<file path="config.mk">
export PLATFORM = sky130hd
export DESIGN_NAME = usb_ctl_sig
export DESIGN_NICKNAME = d
export VERILOG_FILES = /design/src/rtl/usb_ctl_pkg.sv /design/src/rtl/usb_ctl_regs.sv /design/src/rtl/usb_pingpong.sv /design/src/rtl/usb_line_sig.sv /design/src/rtl/usb_ctl_sig.sv
export SDC_FILE = /design/constraint.sdc
export NUM_CORES = 1
export LEC_CHECK = 0
export ABC_AREA = 1
export BUFFER_PORTS_ARGS = -buffer_cell sky130_fd_sc_hd__buf_4
export CAP_MARGIN = 25
export CORE_MARGIN = 10
export CORE_UTILIZATION = 53
export CTS_BUF_LIST = sky130_fd_sc_hd__clkbuf_4
export DETAILED_ROUTE_END_ITERATION = 7
export GPL_ROUTABILITY_DRIVEN = 0
export GPL_TIMING_DRIVEN = 0
export HOLD_SLACK_MARGIN = 0.06
export PLACE_DENSITY = 0.86
export REMOVE_ABC_BUFFERS = 1
export SLEW_MARGIN = 20
export SYNTH_ARGS = -nofsm -noshare
export SYNTH_HDL_FRONTEND = slang
export SYNTH_SLANG_ARGS = --single-unit
</file>
<file path="constraint.sdc">
create_clock -name clk -period 1.14 [get_ports clk]
set_input_delay 0.114 -clock clk [delete_from_list [all_inputs] [get_ports clk]]
set_output_delay 0.114 -clock clk [all_outputs]
set_load 0.01 [all_outputs]
</file>
<file path="src/rtl/usb_ctl_pkg.sv">
package usb_ctl_pkg;

  typedef enum logic [1:0] {
    LN_IDLE    = 2'd0,
    LN_RESUME  = 2'd1,
    LN_EOP_SE0 = 2'd2,
    LN_EOP_J   = 2'd3
  } line_st_e;

  localparam int B_EN     = 0;
  localparam int B_ODDCLR = 1;
  localparam int B_RESUME = 2;
  localparam int B_HOST   = 3;
  localparam int B_BUSRST = 4;
  localparam int B_FLAG   = 5;

  typedef struct packed {
    logic busrst;
    logic host;
    logic resume;
    logic en;
  } ctl_t;

endpackage

</file>
<file path="src/rtl/usb_ctl_regs.sv">
module usb_ctl_regs
  import usb_ctl_pkg::*;
(
  input  logic       clk,
  input  logic       rst,
  input  logic       cpu_we,
  input  logic [7:0] cpu_wdata,
  input  logic       rx_diff,
  input  logic       rx_se0,
  input  logic       ls_en,
  input  logic       token_busy,
  input  logic       setup_rcvd,
  output ctl_t       ctl,
  output logic       bank_clr,
  output logic       sie_rst,
  output logic       sie_halt,
  output logic [7:0] cpu_rdata
);

  ctl_t       ctl_q;
  logic       susp_q;
  logic       sie_rst_q;
  logic [7:0] rdata_q;
  logic       flag_view;

  // Host mode shows token activity; device mode shows the suspend flag.
  assign flag_view = ctl_q.host ? token_busy : susp_q;

  always_ff @(posedge clk) begin
    if (rst) begin
      ctl_q     <= '0;
      susp_q    <= 1'b0;
      sie_rst_q <= 1'b0;
      rdata_q   <= '0;
    end else begin
      if (cpu_we) begin
        ctl_q.busrst <= cpu_wdata[B_BUSRST];
        ctl_q.host   <= cpu_wdata[B_HOST];
        ctl_q.resume <= cpu_wdata[B_RESUME];
        ctl_q.en     <= cpu_wdata[B_EN];
      end
      if (!ctl_q.host && setup_rcvd)
        susp_q <= 1'b1;
      else if (!ctl_q.host && cpu_we && !cpu_wdata[B_FLAG])
        susp_q <= 1'b0;
      sie_rst_q <= cpu_we & cpu_wdata[B_EN];
      rdata_q   <= {rx_diff ^ ls_en, rx_se0, flag_view, ctl_q.busrst,
                    ctl_q.host, ctl_q.resume, 1'b0, ctl_q.en};
    end
  end

  assign ctl       = ctl_q;
  assign bank_clr  = cpu_we & (cpu_wdata[B_ODDCLR] | cpu_wdata[B_EN]);
  assign sie_rst   = sie_rst_q;
  assign sie_halt  = susp_q & ~ctl_q.host;
  assign cpu_rdata = rdata_q;

  // a SETUP in device mode arms the suspend flag
  a_r3_setup_arms: assert property (@(posedge clk) disable iff (rst)
    (setup_rcvd && !ctl_q.host) |=> susp_q);

  // host mode never changes the suspend flag
  a_r4_host_keeps_flag: assert property (@(posedge clk) disable iff (rst)
    ctl_q.host |=> $stable(susp_q));

  // the engine reset is a single-cycle pulse
  a_r10_rst_pulse: assert property (@(posedge clk) disable iff (rst)
    (sie_rst_q && !cpu_we) |=> !sie_rst_q);

endmodule

</file>
<file path="src/rtl/usb_pingpong.sv">
module usb_pingpong #(
  parameter int NUM_EP = 16
) (
  input  logic                      clk,
  input  logic                      rst,
  input  logic                      en,
  input  logic                      clr,
  input  logic                      xact_done,
  input  logic [$clog2(NUM_EP)-1:0] xact_ep,
  input  logic                      xact_tx,
  input  logic [$clog2(NUM_EP)-1:0] probe_ep,
  input  logic                      probe_tx,
  output logic                      probe_odd
);

  localparam int EP_W  = $clog2(NUM_EP);
  localparam int NBITS = 2 * NUM_EP;
  localparam int IDX_W = EP_W + 1;

  logic [NBITS-1:0] bank_vec;
  logic [IDX_W-1:0] hit_idx;
  logic             probe_q;

  assign hit_idx = {xact_ep, xact_tx};

  for (genvar i = 0; i < NBITS; i++) begin : g_bank
    logic odd_q;
    always_ff @(posedge clk) begin
      if (rst || clr)
        odd_q <= 1'b0;
      else if (en && xact_done && hit_idx == IDX_W'(i))
        odd_q <= ~odd_q;
    end
    assign bank_vec[i] = odd_q;
  end

  always_ff @(posedge clk) begin
    if (rst) probe_q <= 1'b0;
    else     probe_q <= bank_vec[{probe_ep, probe_tx}];
  end

  assign probe_odd = probe_q;

  // a clear leaves every bank even
  a_r9_clear_all: assert property (@(posedge clk) disable iff (rst)
    clr |=> (bank_vec == '0));

  // disabled engine keeps the banks still
  a_r8_no_toggle_off: assert property (@(posedge clk) disable iff (rst)
    (!en && !clr) |=> $stable(bank_vec));

endmodule

</file>
<file path="src/rtl/usb_line_sig.sv">
module usb_line_sig
  import usb_ctl_pkg::*;
#(
  parameter int LS_BIT_CLKS = 8
) (
  input  logic clk,
  input  logic rst,
  input  ctl_t ctl,
  input  logic ls_en,
  output logic drv_oe,
  output logic drv_dp,
  output logic drv_dm
);

  localparam int CNT_W   = $clog2(2 * LS_BIT_CLKS);
  localparam int SE0_END = 2 * LS_BIT_CLKS - 1;
  localparam int J_END   = LS_BIT_CLKS - 1;

  line_st_e   st_q;
  logic [CNT_W-1:0] cnt_q;
  logic       bus_rst;

  always_ff @(posedge clk) begin
    if (rst) begin
      st_q  <= LN_IDLE;
      cnt_q <= '0;
    end else begin
      unique case (st_q)
        LN_IDLE: begin
          cnt_q <= '0;
          if (ctl.resume) st_q <= LN_RESUME;
        end
        LN_RESUME: begin
          cnt_q <= '0;
          if (!ctl.resume) st_q <= ctl.host ? LN_EOP_SE0 : LN_IDLE;
        end
        LN_EOP_SE0: begin
          if (cnt_q == CNT_W'(SE0_END)) begin
            st_q  <= LN_EOP_J;
            cnt_q <= '0;
          end else begin
            cnt_q <= cnt_q + 1'b1;
          end
        end
        LN_EOP_J: begin
          if (cnt_q == CNT_W'(J_END)) begin
            st_q  <= LN_IDLE;
            cnt_q <= '0;
          end else begin
            cnt_q <= cnt_q + 1'b1;
          end
        end
        default: st_q <= LN_IDLE;
      endcase
    end
  end

  assign bus_rst = ctl.busrst & ctl.host;

  always_comb begin
    drv_oe = 1'b0;
    drv_dp = 1'b0;
    drv_dm = 1'b0;
    if (bus_rst) begin
      drv_oe = 1'b1;
    end else begin
      unique case (st_q)
        LN_RESUME:  begin drv_oe = 1'b1; drv_dp = ls_en;  drv_dm = ~ls_en; end
        LN_EOP_SE0: begin drv_oe = 1'b1; end
        LN_EOP_J:   begin drv_oe = 1'b1; drv_dp = ~ls_en; drv_dm = ls_en;  end
        default: ;
      endcase
    end
  end

  // idle line is only driven by a host bus reset
  a_r5_reset_needs_host: assert property (@(posedge clk) disable iff (rst)
    (st_q == LN_IDLE && drv_oe) |-> (ctl.busrst && ctl.host));

  // a host resume release starts the end-of-packet
  a_r7_eop_follows: assert property (@(posedge clk) disable iff (rst)
    (st_q == LN_RESUME && !ctl.resume && ctl.host) |=> (st_q == LN_EOP_SE0));

  // the J phase never overruns one bit time
  a_r7_j_bound: assert property (@(posedge clk) disable iff (rst)
    (st_q == LN_EOP_J) |-> (cnt_q <= CNT_W'(J_END)));

endmodule

</file>
<file path="src/rtl/usb_ctl_sig.sv">
module usb_ctl_sig
  import usb_ctl_pkg::*;
#(
  parameter int NUM_EP      = 16,
  parameter int LS_BIT_CLKS = 8,
  localparam int EP_W       = $clog2(NUM_EP)
) (
  input  logic            clk,
  input  logic            rst,
  input  logic            cpu_we,
  input  logic [7:0]      cpu_wdata,
  output logic [7:0]      cpu_rdata,
  input  logic            rx_diff,
  input  logic            rx_se0,
  input  logic            ls_en,
  input  logic            token_busy,
  input  logic            setup_rcvd,
  output logic            sie_halt,
  output logic            sie_rst,
  output logic            usb_en,
  output logic            host_mode,
  input  logic            xact_done,
  input  logic [EP_W-1:0] xact_ep,
  input  logic            xact_tx,
  input  logic [EP_W-1:0] probe_ep,
  input  logic            probe_tx,
  output logic            probe_odd,
  output logic            drv_oe,
  output logic            drv_dp,
  output logic            drv_dm
);

  ctl_t ctl;
  logic bank_clr;

  usb_ctl_regs u_regs (
    .clk        (clk),
    .rst        (rst),
    .cpu_we     (cpu_we),
    .cpu_wdata  (cpu_wdata),
    .rx_diff    (rx_diff),
    .rx_se0     (rx_se0),
    .ls_en      (ls_en),
    .token_busy (token_busy),
    .setup_rcvd (setup_rcvd),
    .ctl        (ctl),
    .bank_clr   (bank_clr),
    .sie_rst    (sie_rst),
    .sie_halt   (sie_halt),
    .cpu_rdata  (cpu_rdata)
  );

  usb_pingpong #(.NUM_EP(NUM_EP)) u_banks (
    .clk       (clk),
    .rst       (rst),
    .en        (ctl.en),
    .clr       (bank_clr),
    .xact_done (xact_done),
    .xact_ep   (xact_ep),
    .xact_tx   (xact_tx),
    .probe_ep  (probe_ep),
    .probe_tx  (probe_tx),
    .probe_odd (probe_odd)
  );

  usb_line_sig #(.LS_BIT_CLKS(LS_BIT_CLKS)) u_line (
    .clk    (clk),
    .rst    (rst),
    .ctl    (ctl),
    .ls_en  (ls_en),
    .drv_oe (drv_oe),
    .drv_dp (drv_dp),
    .drv_dm (drv_dm)
  );

  assign usb_en    = ctl.en;
  assign host_mode = ctl.host;

endmodule

</file>
==> metrics.md <==
| Metric | Value |
|---|---|
| Max Root-Sink Buffers | `2` |
| Worst-Skew Late Latency | `410 ps` |
| Clock Skew | `26.15 ps` |
| First-pass GRT wire length | `12320 um` |
| Post-synth EDFFs | `0` |
| PwrDens | `1031 mW/mm^2` |
| Die X | `90.55 um` |
| DRC Markers | `0` |
| Synthesized area per cell | `7.601 um^2` |
| Leakage | `0.001489 uW` |
| Sink Count | `52` |
| Distinct cells, synth | `35` |
| Initial Util | `0.5511` |
| Die height | `90.55 um` |
| Overall Global Routing Usage | `0.1786` |
| Largest net degree at the start of global routing | `29` |
| Seq/Total Area, Yosys | `0.3947` |
| Crit-path max FO | `3` |
| Total power | `3829 uW` |
| Diodes inserted | `0` |
| Fmax | `0.6510 GHz` |
| Final setup fails | `44` |
| Min Tclk post-route | `1536 ps` |
| RSZ-0062 raised after global routing | `true` |
| WHS Endpoint | `u_line.cnt_q[1]$_SDFF_PP0_` |
| Fillcell total | `287` |
| Final hold vios | `0` |
| Placed cells | `441` |
| Total CTS buffers | `5` |
| Non-Filler Instances | `491` |
| Slew Viols, Final | `0` |
| Worst VDD drop | `556.3 uV` |
| Setup TNS | `-3904 ps` |
| CTS Root Buffer Type | `clkbuf_4` |
| Dominant synthesized flop cell | `dfxtp_1` |
| DRT Pass-1 Iters | `6` |
| Critical path class | `register to output pin` |
| Post-synth top area share | `0.3947` |
| Status | `complete, but fails checks` |
| H-tree depth | `2` |
| Area delta synth->final | `40.80%` |
| TritonCTS clock tree | `yes` |
| HP Class | `primary input to register` |
| Worst setup SP type | `register` |
| Area contributors post-synth | `dfxtp_1, a21oi_1, nand2_1, nor3_2, and3_1` |
| Row count | `25` |
| Antenna violations before repair | `0` |
| Post-synth top area cell | `dfxtp_1` |
| FF+latch count, synth | `52` |
| Vias in the first global route | `2615` |
| Reg2Reg Depth | `7` |
| Hold path cells | `5` |
| CP endpoint kind | `output pin` |
| Avg Vias per Cell | `6.198` |
| Std-Cell Core Area | `0.004786 mm^2` |
| Cells after Synth | `347` |
| Max cap viols | `0` |
| ANT nets after route | `0` |
| Vias | `3043` |
| Routed wire length | `9425 um` |
| Wire per inst | `19.20 um` |
| Final HPWL DP | `4571 um` |
| Utilization after layout | `0.7759` |
| Most common cell in the netlist | `dfxtp_1` |
| Required time worst endpoint | `1030 ps` |
| Arrival @ worst endpoint | `1420 ps` |
| R2R setup slack | `-150 ps` |
| DR iter-0 viols | `490` |
| Asr flop ratio synth | `0` |
| Die area | `0.008198 mm^2` |
| Failing checks | `negative setup slack` |
| Commonest cells post-synth | `dfxtp_1, nand2_1, a21oi_1` |
| IO Port Bufs | `39` |
| Nets | `451` |
| I/O pins | `43` |
| Hold Crit Start | `rst` |
| Total congestion overflow | `0` |
| Ratio of cells with drive above 1 in the final layout | `0.3962` |
| Tcrit/Tclk final | `1.347` |
| Yosys warnings | `0` |
| Final critical-path setup slack | `-396.1 ps` |
| Clock slew at reported path FFs | `180 ps` |
| Mapped Area | `0.002638 mm^2` |
==> cell usage in the layout (no fill, tap or decap), types with 2 or more instances in the layout <==
master         count
nand2_1           47
buf_4             47
dfxtp_1           44
a21oi_1           34
nand3_1           28
nor2_1            28
nor3_2            21
inv_1             18
and3_1            16
dlygate4sd3_1     15
buf_6             14
nand2_2           11
nor2_4             8
and3_4             8
o21ai_1            6
nor2_2             6
inv_2              5
a21oi_2            5
nor3_1             5
clkbuf_4           5
inv_4              4
nand3_2            4
nor3b_2            4
dfxtp_4            4
dfxtp_2            4
o21ai_0            3
inv_8              3
nand2_4            2
o21ai_2            2
xnor2_1            2
nor3b_1            2
a31oi_1            2
buf_12             2
==> worst max-delay path: stages, from the launching register on <==
cell and delay (ps):
dfxtp_4 410, nand2_2 120, inv_2 60, o21ai_1 210, a21oi_2 60, buf_4 150
==> metrics by stage <==
stage | setup WS, ps | hold slack, ps | cell area, um^2
global placement | -1071 | 317.8 | 2899
CTS | -237.3 | 86.93 | 3386
detailed placement | -380.0 | 321.9 | 2932
global route | -383.6 | 85.44 | 3714
finish | -396.1 | 88.11 | 3714
floorplan | -436.8 | 183.1 | 2522
==> worst max path at each step <==
| stage | cells after the start | end | from | slack, ps |
|---|---|---|---|---|
| 3_5_place_dp | 6 | u_banks.g_bank[15].odd_q$_SDFFE_PP0P_ | u_regs.ctl[0]$_SDFFE_PP0P_ | -380 |
| 2_1_floorplan | 4 | u_banks.g_bank[0].odd_q$_SDFFE_PP0P_ | cpu_we | -440 |
| 3_3_place_gp | 5 | u_banks.g_bank[0].odd_q$_SDFFE_PP0P_ | rst | -1070 |
| 5_1_grt | 5 | drv_dp | register | -380 |
| 6_report | 5 | drv_dp | register | -400 |
| 4_1_cts | 5 | drv_dm | u_line.st_q[0]$_SDFFE_PP0P_ | -240 |
==> metal layers <==
layer  part of all wire  up-vias  global-route usage
li1                   -     1317                   -
met3               0.10       78             0.04489
met5                  0        -                   0
met1               0.35     1367              0.2026
met4              0.058        0             0.08090
met2               0.49      281              0.3065
==> registers in the layout, indices dropped and copies added, names as in the netlist, named ones only <==
register / cells
u_banks.g_bank.odd_q: 32
u_banks.probe_odd: 1
u_line.cnt_q: 4
u_line.st_q: 1
u_regs.cpu_rdata: 7
u_regs.ctl: 4
u_regs.sie_rst: 1
u_regs.susp_q: 1
==> final cells by class <==
cell class              instances  area [um^2]  share of cell area
clock inverters                 3        46.29             0.01247
repair buffers                 80        753.2              0.2028
flip-flops and latches         52         1061              0.2857
multi-input cells             254         1587              0.4272
repair inverters                1        11.26            0.003032
inverters                      29        133.9             0.03605
clock buffers                   5        37.54             0.01011
well taps                      67        83.83             0.02257
==> cell families (layout without fill, tap and decap cells) <==
family | count (synthesis) | in the layout | share of synthesized area
and+or+nand+nor | 193 | 194 | 0.3942
AOI/OAI and AO/OA | 55 | 55 | 0.1072
DFF | 52 | 52 | 0.3947
buffers and inverters | 42 | 118 | 0.08776
xor gates and xnor gates | 3 | 3 | 0.009964
adders and majority gates | 1 | 1 | 0.004743
other | 1 | 1 | 0.001422
==> repair_timing <==
item	in CTS	in global routing
hold endpoints to repair	15	0
endpoints found under the setup margin	40	44
pin swaps	5	24
buffers inserted	16	12
gates resized for setup	37	61
hold buffers	15	0
gates cloned	1	2
==> power breakdown <==
part / internal [uW] / switching [uW] / total [uW]
logic: 351 / 434 / 786
clock network: 469 / 668 / 1140
registers: 1860 / 43.1 / 1910
No activity file was read; power rests on OpenSTA's default activity.
